File: src/rtl/ppu_bank_pkg.sv
`timescale 1ns/1ps
package ppu_bank_pkg;
   localparam int NUM_BANK_REGS = 8;
   localparam int NUM_PAT_SLOTS = 8;
   localparam int NUM_NT_QUADS  = 4;
   localparam int MODE_W        = 8;
   localparam int MB_NT_ROM     = 4;   // mode bit: nametables from ROM
   localparam int MB_PAIR_SPLIT = 5;   // mode bit: split paired banks
   localparam logic [MODE_W-1:0] NT_FIXED_MASK = 8'h2F;

   typedef enum logic [1:0] {
      PL_EIGHT = 2'd0,
      PL_PAIRS = 2'd1,
      PL_MIXED = 2'd2
   } pat_layout_e;

   typedef enum logic [2:0] {
      NA_VERT   = 3'd0,
      NA_HORZ   = 3'd1,
      NA_ONE_LO = 3'd2,
      NA_ONE_HI = 3'd3,
      NA_R6677  = 3'd4,
      NA_R4567  = 3'd5,
      NA_R6767  = 3'd6
   } nt_arr_e;

   typedef struct packed {
      logic valid;
      logic rom;
      logic ram_pg;
   } xl_flags_t;

   function automatic pat_layout_e pat_layout(input logic [MODE_W-1:0] mode);
      case (mode[1:0])
         2'd0:    return PL_EIGHT;
         2'd1:    return PL_PAIRS;
         default: return PL_MIXED;
      endcase
   endfunction

   function automatic nt_arr_e nt_arr(input logic [MODE_W-1:0] mode);
      case (mode & NT_FIXED_MASK)
         8'h20, 8'h27: return NA_VERT;
         8'h23, 8'h24: return NA_HORZ;
         8'h28, 8'h2F: return NA_ONE_LO;
         8'h2B, 8'h2C: return NA_ONE_HI;
         default: begin
            case (mode[2:0])
               3'd1, 3'd5:       return NA_R4567;
               3'd2, 3'd3, 3'd4: return NA_R6767;
               default:          return NA_R6677;
            endcase
         end
      endcase
   endfunction
endpackage

File: src/rtl/ppu_pat_slot_map.sv
`timescale 1ns/1ps
module ppu_pat_slot_map
   import ppu_bank_pkg::*;
#(
   parameter int BANK_W = 8
) (
   input  logic [MODE_W-1:0]               mode,
   input  logic [NUM_BANK_REGS*BANK_W-1:0] regs,
   input  logic [2:0]                      slot,
   output logic [BANK_W-1:0]               page
);
   localparam int MIX_DIRECT = NUM_PAT_SLOTS / 2;

   function automatic logic [BANK_W-1:0] pair_pick(
      input logic [BANK_W-1:0] v, input logic odd, input logic split);
      return split ? {v[BANK_W-1:1], odd} : v;
   endfunction

   pat_layout_e layout;
   logic        split;
   logic [BANK_W-1:0] slot_page [NUM_PAT_SLOTS];

   assign layout = pat_layout(mode);
   assign split  = mode[MB_PAIR_SPLIT];

   for (genvar s = 0; s < NUM_PAT_SLOTS; s++) begin : g_slot
      localparam int   DIR_IDX  = s;
      localparam int   PAIR_IDX = s / 2;
      localparam int   MIX_IDX  = (s < MIX_DIRECT) ? s : MIX_DIRECT + (s - MIX_DIRECT) / 2;
      localparam logic MIX_PAIR = (s >= MIX_DIRECT);
      localparam logic ODD      = 1'(s % 2);

      logic [BANK_W-1:0] r_dir, r_pair, r_mix;
      assign r_dir  = regs[DIR_IDX*BANK_W  +: BANK_W];
      assign r_pair = regs[PAIR_IDX*BANK_W +: BANK_W];
      assign r_mix  = regs[MIX_IDX*BANK_W  +: BANK_W];

      always_comb begin
         case (layout)
            PL_EIGHT: slot_page[s] = r_dir;
            PL_PAIRS: slot_page[s] = pair_pick(r_pair, ODD, split);
            default:  slot_page[s] = pair_pick(r_mix, ODD, split & MIX_PAIR);
         endcase
      end
   end

   assign page = slot_page[slot];
endmodule

File: src/rtl/ppu_nt_quad_map.sv
`timescale 1ns/1ps
module ppu_nt_quad_map
   import ppu_bank_pkg::*;
#(
   parameter int BANK_W = 8
) (
   input  logic [MODE_W-1:0]               mode,
   input  logic [NUM_BANK_REGS*BANK_W-1:0] regs,
   input  logic [1:0]                      quad,
   output logic [BANK_W-1:0]               value
);
   localparam int IDX_A   = 6;
   localparam int IDX_B   = 7;
   localparam int IDX_LOW = 4;

   nt_arr_e arr;
   logic [BANK_W-1:0] reg_a, reg_b;
   logic [BANK_W-1:0] quad_val [NUM_NT_QUADS];

   assign arr   = nt_arr(mode);
   assign reg_a = regs[IDX_A*BANK_W +: BANK_W];
   assign reg_b = regs[IDX_B*BANK_W +: BANK_W];

   for (genvar q = 0; q < NUM_NT_QUADS; q++) begin : g_quad
      localparam logic Q_HI = 1'(q / 2);
      localparam logic Q_LO = 1'(q % 2);
      logic [BANK_W-1:0] by_hi, by_lo, r_seq;

      assign by_hi = Q_HI ? reg_b : reg_a;
      assign by_lo = Q_LO ? reg_b : reg_a;
      assign r_seq = regs[(IDX_LOW + q)*BANK_W +: BANK_W];

      always_comb begin
         case (arr)
            NA_VERT:   quad_val[q] = {by_hi[BANK_W-1:1], Q_LO};
            NA_HORZ:   quad_val[q] = {by_lo[BANK_W-1:1], Q_HI};
            NA_ONE_LO: quad_val[q] = {by_hi[BANK_W-1:1], 1'b0};
            NA_ONE_HI: quad_val[q] = {by_lo[BANK_W-1:1], 1'b1};
            NA_R4567:  quad_val[q] = r_seq;
            NA_R6767:  quad_val[q] = by_lo;
            default:   quad_val[q] = by_hi;
         endcase
      end
   end

   assign value = quad_val[quad];
endmodule

File: src/rtl/ppu_xlat_out_stage.sv
`timescale 1ns/1ps
module ppu_xlat_out_stage
   import ppu_bank_pkg::*;
#(
   parameter int BANK_W  = 8,
   parameter int OUT_REG = 1
) (
   input  logic              clk,
   input  logic              rst_n,
   input  xl_flags_t         flags_d,
   input  logic [BANK_W-1:0] page_d,
   output xl_flags_t         flags_q,
   output logic [BANK_W-1:0] page_q
);
   if (OUT_REG != 0) begin : g_reg
      always_ff @(posedge clk or negedge rst_n) begin
         if (!rst_n) begin
            flags_q <= '0;
            page_q  <= '0;
         end else begin
            flags_q <= flags_d;
            page_q  <= page_d;
         end
      end
   end else begin : g_comb
      logic unused_clk_rst;
      assign unused_clk_rst = clk ^ rst_n;
      assign flags_q = flags_d;
      assign page_q  = page_d;
   end
endmodule

File: src/rtl/ppu_bank_xlat.sv
`timescale 1ns/1ps
module ppu_bank_xlat
   import ppu_bank_pkg::*;
#(
   parameter int ADDR_W  = 14,
   parameter int BANK_W  = 8,
   parameter int OUT_REG = 1
) (
   input  logic                            clk,
   input  logic                            rst_n,
   input  logic [ADDR_W-1:0]               ppu_addr,
   input  logic [MODE_W-1:0]               bank_mode,
   input  logic [NUM_BANK_REGS*BANK_W-1:0] bank_regs,
   output logic                            xl_valid,
   output logic                            xl_rom,
   output logic [BANK_W-1:0]               xl_rom_page,
   output logic                            xl_ram_page
);
   localparam logic [ADDR_W-1:0] PAT_LIMIT = ADDR_W'(32'h2000);
   localparam logic [ADDR_W-1:0] NT_LIMIT  = ADDR_W'(32'h3000);

   initial begin
      assert (ADDR_W >= 14) else $error("ppu_bank_xlat: ADDR_W must be at least 14");
      assert (BANK_W >= 2)  else $error("ppu_bank_xlat: BANK_W must be at least 2");
      assert (OUT_REG == 0 || OUT_REG == 1) else $error("ppu_bank_xlat: OUT_REG must be 0 or 1");
   end

   logic in_range, in_pat, in_nt, nt_rom;
   logic [2:0] slot;
   logic [1:0] quad;
   logic [BANK_W-1:0] pat_page, nt_val, page_d;
   xl_flags_t flags_d, flags_q;
   logic unused_addr_low;

   assign unused_addr_low = ^ppu_addr[9:0];
   assign in_range = (ppu_addr < NT_LIMIT);
   assign in_pat   = (ppu_addr < PAT_LIMIT);
   assign in_nt    = in_range & ~in_pat;
   assign slot     = ppu_addr[12:10];
   assign quad     = ppu_addr[11:10];
   assign nt_rom   = bank_mode[MB_NT_ROM];

   ppu_pat_slot_map #(.BANK_W(BANK_W)) u_pat (
      .mode (bank_mode),
      .regs (bank_regs),
      .slot (slot),
      .page (pat_page)
   );

   ppu_nt_quad_map #(.BANK_W(BANK_W)) u_nt (
      .mode  (bank_mode),
      .regs  (bank_regs),
      .quad  (quad),
      .value (nt_val)
   );

   always_comb begin
      flags_d.valid  = in_range;
      flags_d.rom    = in_pat | (in_nt & nt_rom);
      flags_d.ram_pg = in_nt & ~nt_rom & nt_val[0];
      if (in_pat)               page_d = pat_page;
      else if (in_nt && nt_rom) page_d = nt_val;
      else                      page_d = '0;
   end

   ppu_xlat_out_stage #(.BANK_W(BANK_W), .OUT_REG(OUT_REG)) u_out (
      .clk     (clk),
      .rst_n   (rst_n),
      .flags_d (flags_d),
      .page_d  (page_d),
      .flags_q (flags_q),
      .page_q  (xl_rom_page)
   );

   assign xl_valid    = flags_q.valid;
   assign xl_rom      = flags_q.rom;
   assign xl_ram_page = flags_q.ram_pg;
endmodule

File: config.mk
export PLATFORM = sky130hd
export DESIGN_NAME = ppu_bank_xlat
export DESIGN_NICKNAME = d
export VERILOG_FILES = /design/src/rtl/ppu_bank_pkg.sv /design/src/rtl/ppu_pat_slot_map.sv /design/src/rtl/ppu_nt_quad_map.sv /design/src/rtl/ppu_xlat_out_stage.sv /design/src/rtl/ppu_bank_xlat.sv
export SDC_FILE = /design/constraint.sdc
export NUM_CORES = 1
export LEC_CHECK = 0
export BUFFER_PORTS_ARGS = -buffer_cell sky130_fd_sc_hd__buf_2
export CAP_MARGIN = 5
export CORE_AREA = 3 3 73 75
export DETAILED_ROUTE_END_ITERATION = 16
export DIE_AREA = 0 0 76 78
export PLACE_DENSITY = 0.81
export SYNTH_ARGS = -nofsm -noshare
export SYNTH_HDL_FRONTEND = slang
export SYNTH_SLANG_ARGS = --single-unit
File: constraint.sdc
create_clock -name clk -period 0.8 [get_ports clk]
set_input_delay 0.16 -clock clk [delete_from_list [all_inputs] [get_ports clk]]
set_output_delay 0.16 -clock clk [all_outputs]
set_load 0.005 [all_outputs]
---- Yosys cells after proc, flatten, opt, wreduce, memory -nomap -nowiden ----
Cells that the tools add are included.
word-level totals
  output and inout port bits .............. 11
  bits in registers ....................... 11
  input bits .............................. 88
cells by class
  equality and inequality tests ........... 20
  mux-type cells .......................... 35
  $lt $le $gt $ge ......................... 4
  bitwise operators ....................... 9
  reductions and logical operators ........ 15
operators with widths
  kind                                                      number
  two-way mux 8 bit                                         9
  case mux 8 bit (2 select lines)                           4
  case mux 8 bit (3 select lines)                           2
  case mux 8 bit (6 select lines)                           1
  == test 5 bit, second input constant                      8
  less-than comparator 14 bit, second input constant        2
  binary-select mux 8 bit (select 3 bit)                    1
  binary-select mux 8 bit (select 2 bit)                    1
  OR reduction 2 bit                                        8
  two-way mux 1 bit                                         13
  == test 3 x 2 -> 1 bit, second input constant             4
  == test 3 bit, second input constant                      4
  case mux 3 bit (4 select lines)                           1
  OR reduction 3 bit                                        3
  case mux 2 bit (2 select lines)                           2
  == test 3 x 1 -> 1 bit, second input constant             2
  AND 1 bit                                                 4
  == test 2 x 1 -> 1 bit, second input constant             2
  greater-or-equal comparator 4 bit, second input constant  1
  zero test 2 bit                                           2
  NOT 3 -> 4 bit                                            1
  greater-or-equal comparator 3 bit, second input constant  1
  zero test 3 bit                                           1
  NOT 2 -> 3 bit                                            1
  4 further kinds                                           5

---- Depth between registers and ports, before layout ----
Gate-level depths: netlist (run 1).
  depth after elaboration ................. 12
  depth in mapped cells ................... 8

---- Modules after synthesis ----
From an unflattened synthesis (run 1), not the netlist that was laid out.
second synthesis, totals
  cells, all modules ...................... 312
  area total of the unflattened synthesis .. 2317.2 um^2
modules (own cells, without submodules)
  module              sequential area each (um^2)  area an instance (um^2)  instances  cells an instance
  ppu_pat_slot_map    0.0                          1042.2                   1          165
  ppu_nt_quad_map     0.0                          775.7                    1          105
  ppu_xlat_out_stage  275.3                        275.3                    1          11
  ppu_bank_xlat       0.0                          224.0                    1          31

---- Least setup slack after synthesis (run 1) ----
No wires, ideal clock.
  path type ............................... input to register
  from .................................... input ppu_addr[10]
  to ...................................... register u_out.page_q[0]
  slack ................................... -728 ps
  data required time ...................... 679 ps
  stages .................................. 6
  arrival time ............................ 1407 ps
  setup time .............................. 121 ps
  path buffers ............................ 1
  path through ............................ buf_2 clkinv_1 a21o_1 a2111o_1 a211o_1 a22o_1
between the ends
  cells in the longest elaborated chain, start to end .. 6
RTL lines
  what                                                                        line                                        source
  from (decl)                                                                 ppu_bank_xlat.sv:11                         input logic [ADDR_W-1:0] ppu_addr,
  less-than comparator 14 bit / NOT 2 -> 3 bit (equally long branches)        ppu_bank_xlat.sv:37, ppu_nt_quad_map.sv:46
  NOT 1 bit / binary-select mux 8 bit (select 2 bit) (equally long branches)  ppu_bank_xlat.sv:38, ppu_nt_quad_map.sv:46
  AND 1 bit / two-way mux 8 bit (equally long branches)                       ppu_bank_xlat.sv:38, ppu_nt_quad_map.sv:46
  logical AND 1 bit / two-way mux 8 bit (equally long branches)               ppu_bank_xlat.sv:62, ppu_nt_quad_map.sv:46
  two-way mux 8 bit                                                           ppu_bank_xlat.sv:62                         else if (in_nt && nt_rom) page_d = nt_val;
  two-way mux 8 bit (*)                                                       ppu_bank_xlat.sv:61                         if (in_pat) page_d = pat_page;
  net page_d[0]                                                               ppu_bank_xlat.sv:31                         logic [BANK_W-1:0] pat_page, nt_val, page_d;
  to (signal assigned)                                                        ppu_xlat_out_stage.sv:22                    page_q <= page_d;
  to (decl)                                                                   ppu_xlat_out_stage.sv:13                    output logic [BANK_W-1:0] page_q
Mark *: on every way through the listed nets, which the timed path passes. The rest lies on a longest branch. The select of a mux whose other input is x is not followed.

---- Worst setup path after layout (run 1) ----
  from .................................... input bank_mode[0]
  to ...................................... register u_out.page_q[0]
between the ends
  cells in the longest elaborated chain, start to end .. 12
RTL lines
  what                                                                                       line                   source
  from (decl)                                                                                ppu_bank_xlat.sv:12    input logic [MODE_W-1:0] bank_mode,
  == test 3 x 2 -> 1 bit (tied with other cells)                                             ppu_bank_pkg.sv:48     case (mode[2:0])
  OR reduction 3 bit / OR reduction 2 bit (equally long branches)                            ppu_bank_pkg.sv:48
  case mux 2 bit (2 select lines)                                                            ppu_bank_pkg.sv:48
  case mux 3 bit (4 select lines)                                                            ppu_bank_pkg.sv:42     case (mode & NT_FIXED_MASK)
  == test 3 x 1 -> 1 bit (tied with other cells)                                             ppu_nt_quad_map.sv:34  case (arr)
  OR reduction 3 bit (no source line) / OR reduction 2 bit (equally long branches)           --
  case mux 8 bit (3 select lines) / case mux 1 bit (2 select lines) (equally long branches)  ppu_nt_quad_map.sv:34
  binary-select mux 8 bit (select 2 bit)                                                     ppu_nt_quad_map.sv:46  assign value = quad_val[quad];
  two-way mux 8 bit (not written as such) (2 in a row)                                       ppu_nt_quad_map.sv:46
  two-way mux 8 bit                                                                          ppu_bank_xlat.sv:62
  two-way mux 8 bit (*)                                                                      ppu_bank_xlat.sv:61
  net page_d[0]                                                                              ppu_bank_xlat.sv:31
Marked as above.

==> impl_metrics.csv, run 1 <==
group,metric,value,unit
power,combPwrFrac,64.4,%
timing,worst_slack,-634,ps
placement,place_congestion,0.921,
timing,hold_viol_final,0,
critical_path,end_kind,"flop",
clock_tree,cts_made_buffers,3,
die,num_rows,25,
worst_hold_path,hold_end,"u_out.flags_q[0]$_DFF_PN0_",
synthesis,syn_nets,403,
clock_tree,cts.clk_slew.worst_paths,50,ps
synthesis,synthTopCellsByArea,"dfrtp_1 12%, mux2_2 10%, mux2i_1 9.0%, o211ai_1 7.1%, nand2_1 5.5%",
final_layout,fin_nets,567,
synthesis,ys_warn_count,0,
worst_hold_path,worstHoldStart,"bank_mode[4]",
clock_tree,htree_levels,1,
final_layout,stdcell_count,545,
worst_hold_path,min_path_cells,2,
worst_hold_path,hold_class,"in -> reg",
power,intPower,2.07,mW
timing,fmax,697,MHz
critical_path,crit_path_max_fanout,8,
critical_path,slowest_delay,360,ps
critical_path,crit_start,"bank_mode[0]",
die,die_h,78,um
synthesis,syn_area_per_cell,7.39,um^2
synthesis,ys_seq_area_share,11.8,%
run_status,violations,"setup timing",
synthesis,async_flop_share,100,%
critical_path,path_cells,"buf_8 > buf_12 > buf_8 > and2_4 > o31ai_2 > a311oi_1 > a211o_1 > a22o_1",
power,pwr-share-seq,18.6,%
synthesis,synthFlopType,"dfrtp_1",
die,dieArea,0.00593,mm^2
clock_tree,clock_path_buffers,2,
synthesis,yosys.area.top_type_share,11.8,%
timing,relSlewSlack,75.4,%
power,swShare,38.7,%
critical_path,crit_path_frequent_cell,"buf_8",
power,ir_worst_vdd,0.000514,V
placement,hpwl,6780,um
timing,layout_min_cycle_time,1430,ps
route,drc,0,
final_layout,drive_above_1_share,55.0,%
critical_path,cp_slowest_cell,"a211o_1",
placement,pre_cts_ws,-945,ps
synthesis,synth_area_leader_cell,"dfrtp_1",
grt,grt_pass1_wl,16300,um
final_layout,final_cell_mix,"82 x buf_2, 82 x buf_4, 33 x nand2_1",
route,postRouteAntennaNets,0,
timing,post-route-period-util,179,%
grt,grt_max_degree,30,
timing,finalMaxSlewViolations,0,
critical_path,critPathTopFamily,"compound AO/OA/AOI/OAI gates",
synthesis,syn-instance-count,315,
route,wl_per_cell,19.9,um
route,drt-initial-drc-count,408,
power,p_leak,1.82,nW
placement,dp.cells,525,
route,vias,3628,
die,core_area,0.00472,mm^2
timing,whs,226,ps
grt,grt-ovfl-total,0,
timing,rsz0062_at_grt,"true",
clock_tree,cts.sinks,11,
critical_path,cp.arrival,1560,ps
clock_tree,clock-root-buffer,"clkbuf_8",
critical_path,cp_num_buf_inv,3,
placement,io_buffers,86,
critical_path,startpoint_type,"input pin",
grt,grt_use_total,33.3,%
die,initial_core_util,49.3,%
run,maxCapViolCount,0,
synthesis,synth_seq_cells,11,
route,drtPass1Iterations,7,
clock_tree,cts_tree,"done",
grt,grt_pass1_vias,3413,
power,p_sw,1.31,mW
die,die_w,76,um
route,viasPerCell,6.66,
timing,setup_viol,20,
critical_path,critical_path_required,930,ps
route,wl,10800,um
grt,grt_antenna_before_repair,0,
timing,worst_pin_slew,369,ps
final_layout,fin_util,84.9,%
power,power_frac_clock,17.0,%
run_status,outcome,"complete, but fails checks",
power,power.density,841,mW/mm^2
final_layout,antenna_cells,0,
synthesis,synth_edf_count,0,
die,io_pins,99,
synthesis,synth_cell_types,53,
final_layout,syn_to_final_growth,72.4,%
synthesis,synthesis.area,0.00233,mm^2
critical_path,crit_type,"in -> reg",
-- routing by layer --
layer | global-route usage [%] | wire length [um] | vias up
met1 | 39.8 | 4010 | 1686
met2 | 58.2 | 5270 | 291
li1 | - | - | 1583
met5 | 0 | 0 | -
met3 | 4.87 | 926 | 68
met4 | 17.0 | 639 | 0
-- cells by family (layout without fill, tap and decap cells) --
family	count (synthesis)	in the layout	share of synthesized area, %
AND/OR/NAND/NOR	103	103	22.2
multiplexers	42	42	19.2
flip-flops	11	11	11.8
AO/OA/AOI/OAI	122	122	39.3
XOR/XNOR	1	1	0.376
buffers and inverters	36	199	7.10
-- Yosys cell counts, types with 5 or more instances --
cell type,count
nand2b_1,8
nor3_1,9
mux2_2,21
nand3_1,22
nor2_1,7
clkbuf_1,11
dfrtp_1,11
buf_2,12
a221oi_1,13
a22oi_1,12
o221a_2,6
o21ai_0,23
a21oi_1,9
mux2i_1,21
a31oi_1,5
o2111ai_1,7
o211ai_1,22
nor2b_1,10
o32a_1,7
nand2_1,34
-- through the flow --
stage,instance area [um^2],TNS (ps),power (mW)
5_1_grt,4010,-6680,3.55
4_1_cts,3820,-5480,3.15
6_report,4010,-6010,3.37
2_1_floorplan,2350,-5540,1.50
3_3_place_gp,3420,-7650,2.32
3_5_place_dp,3420,-8060,2.36
-- flip-flops by register name, summed over array words and instances (netlist names) --
signal,flops
u_out.flags_q,3
u_out.page_q,8
-- how the worst max path moves through the flow --
stage / end / slack [ps] / depth (start not counted)
floorplan: u_out.page_q[0]$_DFF_PN0_ / -690 / 6
global placement: u_out.page_q[0]$_DFF_PN0_ / -920 / 6
detailed placement: u_out.page_q[0]$_DFF_PN0_ / -950 / 6
CTS: u_out.page_q[0]$_DFF_PN0_ / -610 / 8
global route: u_out.flags_q[0]$_DFF_PN0_ / -700 / 8
finish: u_out.page_q[0]$_DFF_PN0_ / -630 / 8
-- power by group through the flow --
stage	Clock (mW)	Combinational, mW	Sequential [mW]
floorplan	0	0.858	0.642
global placement	0	1.68	0.633
detailed placement	0	1.72	0.631
CTS	0.577	1.95	0.625
global route	0.605	2.31	0.637
finish	0.574	2.17	0.629
-- what timing repair did --
item	4_1_cts	5_1_grt
endpoints found under the setup margin	20	20
hold endpoints to repair	11	0
resized for setup	58	36
pin swaps	20	23
hold buffers	1	0
setup buffers	13	2
gates cloned	1	0
-- final cells by class --
class	count	area, um^2
Multi-Input combinational cell	268	2150
Timing Repair Buffer	189	1420
Fill cell	267	712
Sequential cell	11	275
Tap cell	67	83.8
Clock buffer	4	45.0
Inverter	6	30.0
Power figures use the tool's default switching activity.
==> run 2: changes to the inputs <==
- RECOVER_POWER: not set -> 50
- SETUP_SLACK_MARGIN: not set -> 0.5
- SLEW_MARGIN: not set -> 10
==> run 2 against run 1 <==
  * The run ends with hold timing, setup timing left
  * Hold slack lost 310 ps
  * Setup slack better by 15 ps
  * Combinational power shrank 10%
  * Power shrank 7.4%
  * Non-clock buffer count shrank 20
  * Final area fell by 7.2%
  * Flip-flop and latch count is the same
  * Die area stayed put
  * First-iteration DRC count is 4.9% lower
  * Final cell count decreased by 3.7%
  * Clock-buffer cell count is the same
  * Critical path type unchanged
  * Largest power group unchanged
==> impl_metrics.csv, run 2 (synthesized netlist as in run 1, its figures left out) <==
group,metric,value,unit
route,wl,9410,um
clock_tree,htree_levels,1,
power,p_leak,1.69,nW
die,die_w,76,um
final_layout,stdcell_count,525,
placement,dpl_cell_area,0.00335,mm^2
clock_tree,clock_path_buffers,2,
placement,io_buffers,86,
power,ir_worst_vdd,0.000361,V
final_layout,reg_top3,"u_out.page_q (8), u_out.flags_q (3)",
critical_path,path_cells,"buf_12 > mux2i_2 > o22ai_1 > a2111o_1 > a211o_1 > a22o_1",
worst_hold_path,hold_class,"in -> async",
timing,tns,-5470,ps
die,initial_core_util,49.3,%
placement,place_congestion,0.970,
timing,finalMaxSlewViolations,0,
final_layout,antenna_cells,0,
final_layout,fin_util,78.8,%
die,die_h,78,um
power,combPwrFrac,62.3,%
route,wl_per_cell,17.9,um
power,power.density,839,mW/mm^2
final_layout,final_common_cell,"buf_2",
critical_path,crit_path_max_fanout,6,
grt,grt-ovfl-total,0,
final_layout,syn_to_final_growth,60.0,%
timing,relSlewSlack,58.0,%
power,intPower,1.96,mW
critical_path,end_kind,"flop",
route,vias,3281,
die,num_rows,25,
route,postRouteAntennaNets,0,
run_status,violations,"hold timing, setup timing",
power,swShare,37.1,%
power,pwr-share-seq,20.0,%
timing,layout_min_cycle_time,1420,ps
critical_path,cp.arrival,1540,ps
grt,grt_antenna_before_repair,0,
timing,post-route-period-util,177,%
grt,grt_max_degree,30,
power,total_power,3.12,mW
clock_tree,cts_made_buffers,3,
route,drtPass1Iterations,5,
route,drc,0,
clock_tree,cts.clk_slew.worst_paths,50,ps
final_layout,fin_nets,547,
timing,whs,-81.9,ps
final_layout,stdcell_area,0.00372,mm^2
final_layout,final_cell_mix,"78 x buf_2, 69 x buf_4, 31 x nand2_1",
final_layout,drive_above_1_share,49.3,%
critical_path,startpoint_type,"input pin",
timing,worst_pin_slew,630,ps
grt,grt_pass1_wl,14900,um
critical_path,critical_path_required,920,ps
die,dieArea,0.00593,mm^2
die,io_pins,99,
critical_path,cp_slowest_cell,"a2111o_1",
timing,fmax,705,MHz
placement,dp.cells,512,
final_layout,regMostFlops,"u_out.page_q",
route,drt-initial-drc-count,388,
placement,pre_cts_ws,-1000,ps
timing,rsz0062_at_grt,"true",
critical_path,crit_type,"in -> reg",
clock_tree,cts_tree,"done",
power,power_frac_clock,17.7,%
route,viasPerCell,6.25,
grt,grt_use_total,30.0,%
timing,worst_slack,-619,ps
timing,setup_viol,20,
placement,hpwl,6790,um
clock_tree,cts.sinks,11,
die,core_area,0.00472,mm^2
timing,hold_viol_final,11,
critical_path,slowest_delay,370,ps
grt,grt_pass1_vias,3037,
final_layout,largest_reg_flops,8,
run_status,outcome,"complete, but fails checks",
power,p_sw,1.16,mW
run,maxCapViolCount,0,
clock_tree,clock-root-buffer,"clkbuf_8",
[run 2: cell count changes in the layout (fill, tap and decap cells not counted), moves of 3 or more]
cell / delta
a22oi_1: +5
a22oi_2: -5
buf_2: -4
buf_4: -13
buf_6: +3
buf_8: -7
o2111ai_1: +5
o2111ai_2: -5
o21ai_0: +8
o21ai_1: -4
o21ai_2: -4
[run 2: metal layers]
layer | track usage, % | routed length, um
met5 | 0 | 0
met1 | 40.1 | 3770
met3 | 5.10 | 956
met4 | 5.62 | 180
met2 | 51.2 | 4500
[run 2: cell type report]
class                   count  area [um^2]
clock buffers               4         45.0
fillers                   319         1000
inverters                   6         40.0
multi-input cells         268         2020
flip-flops and latches     11          275
well taps                  67         83.8
repair buffers            169         1260
[run 2: repair_timing]
item,4_1_cts,5_1_grt
buffers inserted,1,5
cloned,2,1
endpoints found under the hold margin,11,11
gates resized for setup,53,5
setup endpoints to repair,22,22
pin swaps,13,2
[run 2: worst max-delay path by stage]
| stage | startpoint | cells past startpoint | slack (ps) | end |
|---|---|---|---|---|
| floorplan | bank_mode[2] | 6 | -690 | u_out.page_q[0]$_DFF_PN0_ |
| global placement | bank_mode[2] | 6 | -920 | u_out.page_q[0]$_DFF_PN0_ |
| detailed placement | bank_mode[2] | 7 | -1000 | u_out.page_q[4]$_DFF_PN0_ |
| CTS | bank_mode[2] | 6 | -580 | u_out.page_q[0]$_DFF_PN0_ |
| global route | bank_mode[2] | 6 | -660 | u_out.page_q[0]$_DFF_PN0_ |
| finish | bank_mode[2] | 6 | -620 | u_out.page_q[0]$_DFF_PN0_ |
[run 2: worst max-delay path, delay by kind of cell]
family / cells / cell delay, ps
AO/OA/AOI/OAI: 4 / 1050
buffers and inverters: 1 / 100
multiplexers: 1 / 240
[run 2: power groups by stage]
stage	Combinational (mW)	Sequential, mW	Clock, mW
floorplan	0.867	0.642	0
global placement	1.65	0.631	0
detailed placement	1.68	0.633	0
CTS	1.85	0.624	0.559
global route	2.09	0.628	0.597
finish	1.95	0.624	0.553
==> run 3: changes to the inputs <==
- PLACE_DENSITY: 0.81 -> 0.8
- SYNTH_HIERARCHICAL: not set -> 1
==> run 3 against run 2 <==
  * The flow still finishes with violations (hold timing, setup timing)
  * Fmax fell by 5.4%
  * Critical path depth rose by 2
  * Clock-buffer cell count did not move
  * Non-clock buffer count fell by 17
  * Clock power rose by 1%
  * Highest routed layer unchanged
  * Sequential share of layout area rose by 0.38 points
  * Critical path type unchanged
  * Hold slack got worse by 19 ps
  * Global-route usage fell by 0.54 points
  * Flip-flop and latch count did not move
==> impl_metrics.csv, run 3 <==
group,metric,value,unit
final_layout,stdcell_count,503,
synthesis,synth_edf_count,0,
route,wl_per_cell,18.6,um
synthesis,ys_warn_count,6,
clock_tree,clock-root-buffer,"clkbuf_8",
final_layout,drive_above_1_share,47.2,%
placement,place_congestion,0.906,
synthesis,syn-instance-count,312,
die,core_area,0.00472,mm^2
final_layout,reg_top3,"u_out/page_q (8), u_out/flags_q (3)",
final_layout,final_cell_mix,"80 x buf_2, 56 x buf_4, 32 x nand2_1",
placement,dp.cells,494,
die,die_w,76,um
die,io_pins,99,
critical_path,end_kind,"flop",
run_status,outcome,"complete, but fails checks",
final_layout,syn_to_final_growth,52.8,%
clock_tree,cts_made_buffers,3,
timing,rsz0062_at_grt,"true",
clock_tree,cts.sinks,11,
placement,hpwl,6500,um
synthesis,yosys.area.top_type_share,12.5,%
grt,grt_antenna_before_repair,0,
grt,grt_use_total,29.5,%
placement,io_buffers,86,
grt,grt_pass1_wl,14400,um
route,postRouteAntennaNets,0,
timing,worst_pin_slew,606,ps
timing,whs,-101,ps
synthesis,syn_area_per_cell,7.43,um^2
final_layout,multiInputGateArea,0.00197,mm^2
clock_tree,clock_path_buffers,2,
final_layout,antenna_cells,0,
power,swShare,39.5,%
run_status,violations,"hold timing, setup timing",
final_layout,fillers,342,
route,wl,9360,um
synthesis,synthesis.area,0.00232,mm^2
grt,grt_max_degree,36,
synthesis,synth_seq_cells,11,
route,drtPass1Iterations,8,
timing,setup_viol,20,
timing,post-route-period-util,188,%
synthesis,synth_cell_types,42,
critical_path,critical_path_required,980,ps
power,pwr-share-seq,20.0,%
timing,relSlewSlack,59.6,%
critical_path,crit_path_max_fanout,13,
timing,hold_viol_final,11,
route,drc,0,
power,combPwrFrac,62.3,%
die,die_h,78,um
grt,grt-ovfl-total,0,
synthesis,yosysMostFrequentCell,"nand2_1",
synthesis,async_flop_share,100,%
route,viasPerCell,6.19,
power,power_frac_clock,17.7,%
final_layout,largest_reg_flops,8,
final_layout,fin_util,74.9,%
power,total_power,3.16,mW
die,initial_core_util,49.1,%
clock_tree,cts_tree,"done",
power,ir_worst_vdd,0.000517,V
power,intPower,1.92,mW
clock_tree,cts.clk_slew.worst_paths,50,ps
critical_path,startpoint_type,"input pin",
critical_path,cp.arrival,1680,ps
die,num_rows,25,
timing,tns,-6280,ps
final_layout,seqCellArea,275,um^2
timing,fmax,667,MHz
placement,dpl_cell_area,0.00321,mm^2
final_layout,regMostFlops,"u_out/page_q",
route,drt-initial-drc-count,358,
die,dieArea,0.00593,mm^2
route,vias,3116,
run,maxCapViolCount,0,
synthesis,synthFlopType,"dfrtp_1",
timing,worst_slack,-700,ps
final_layout,fin_nets,525,
synthesis,netlist_top_cells_count,"34 x nand2_1, 33 x a221oi_1, 31 x a21oi_1",
critical_path,crit_type,"in -> reg",
synthesis,synth_area_leader_cell,"a221oi_1",
placement,pre_cts_ws,-962,ps
synthesis,syn_nets,400,
power,power.density,894,mW/mm^2
power,p_leak,1.71,nW
clock_tree,htree_levels,1,
final_layout,final_common_cell,"buf_2",
grt,grt_pass1_vias,2846,
timing,finalMaxSlewViolations,0,
synthesis,synthTopCellsByArea,"a221oi_1 12%, dfrtp_1 12%, mux2i_1 12%, a21oi_1 6.7%, a211o_1 5.7%",
timing,layout_min_cycle_time,1500,ps
final_layout,stdcell_area,0.00354,mm^2
worst_hold_path,hold_class,"in -> async",
synthesis,ys_seq_area_share,11.9,%
power,p_sw,1.25,mW
[run 3: changes by cell type after synthesis, moves of 20 or more]
cell / change
a221oi_1: +20
o21ai_0: -21
a21oi_1: +22
mux2_2: -21
inv_1: +22
o211ai_1: -20
[run 3: power groups by stage]
| stage | Sequential, mW | Clock, mW | Combinational [mW] |
|---|---|---|---|
| finish | 0.632 | 0.561 | 1.97 |
| global route | 0.636 | 0.592 | 2.10 |
| CTS | 0.630 | 0.568 | 1.82 |
| detailed placement | 0.639 | 0 | 1.69 |
| global placement | 0.638 | 0 | 1.66 |
| floorplan | 0.640 | 0 | 0.978 |
[run 3: path summary, 6_finish.rpt]
check                      slack (ps)                          to          from  cells past startpoint
worst min-delay path             -100  u_out/flags_q[0]$_DFF_PN0_         rst_n                      1
min in group clk                  210   u_out/page_q[0]$_DFF_PN0_  ppu_addr[13]                      3
worst max-delay path             -700  u_out/flags_q[0]$_DFF_PN0_  bank_mode[0]                      8
max in group asynchronous         510   u_out/page_q[5]$_DFF_PN0_         rst_n                      1
[run 3: cells by family after synthesis]
family / count (synthesis) / share of synthesized area, %
flip-flops: 11 / 11.9
XOR/XNOR: 3 / 1.13
multiplexers: 28 / 12.6
buffers and inverters: 59 / 12.3
AND/OR/NAND/NOR: 84 / 19.6
AO/OA/AOI/OAI: 127 / 42.5
[run 3: per-layer routing]
metal	vias up	part of all wire (%)	global-route usage, %
met2	221	46	48.4
met3	20	11	5.68
met5	-	0	0
met1	1442	43	40.2
met4	0	1.4	6.34
li1	1433	-	-
[run 3: layout make-up]
class,count,area share (%)
multi-input cells,243,55.7
inverters,26,2.76
repair buffers,152,30.1
well taps,67,2.37
clock buffers,4,1.27
flip-flops and latches,11,7.78
[run 3: repair_timing]
action,in CTS,in global routing
gates cloned,3,0
gates resized for setup,35,22
buffers inserted,2,0
endpoints found under the setup margin,22,22
pin swaps,9,4
endpoints found under the hold margin,11,11
[run 3: critical path, stage by stage]
cell,delay [ps]
buf_6,100
buf_4,180
nor2_1,110
a21oi_1,80
o31ai_1,380
a2111oi_2,110
a211oi_2,300
and4bb_2,260
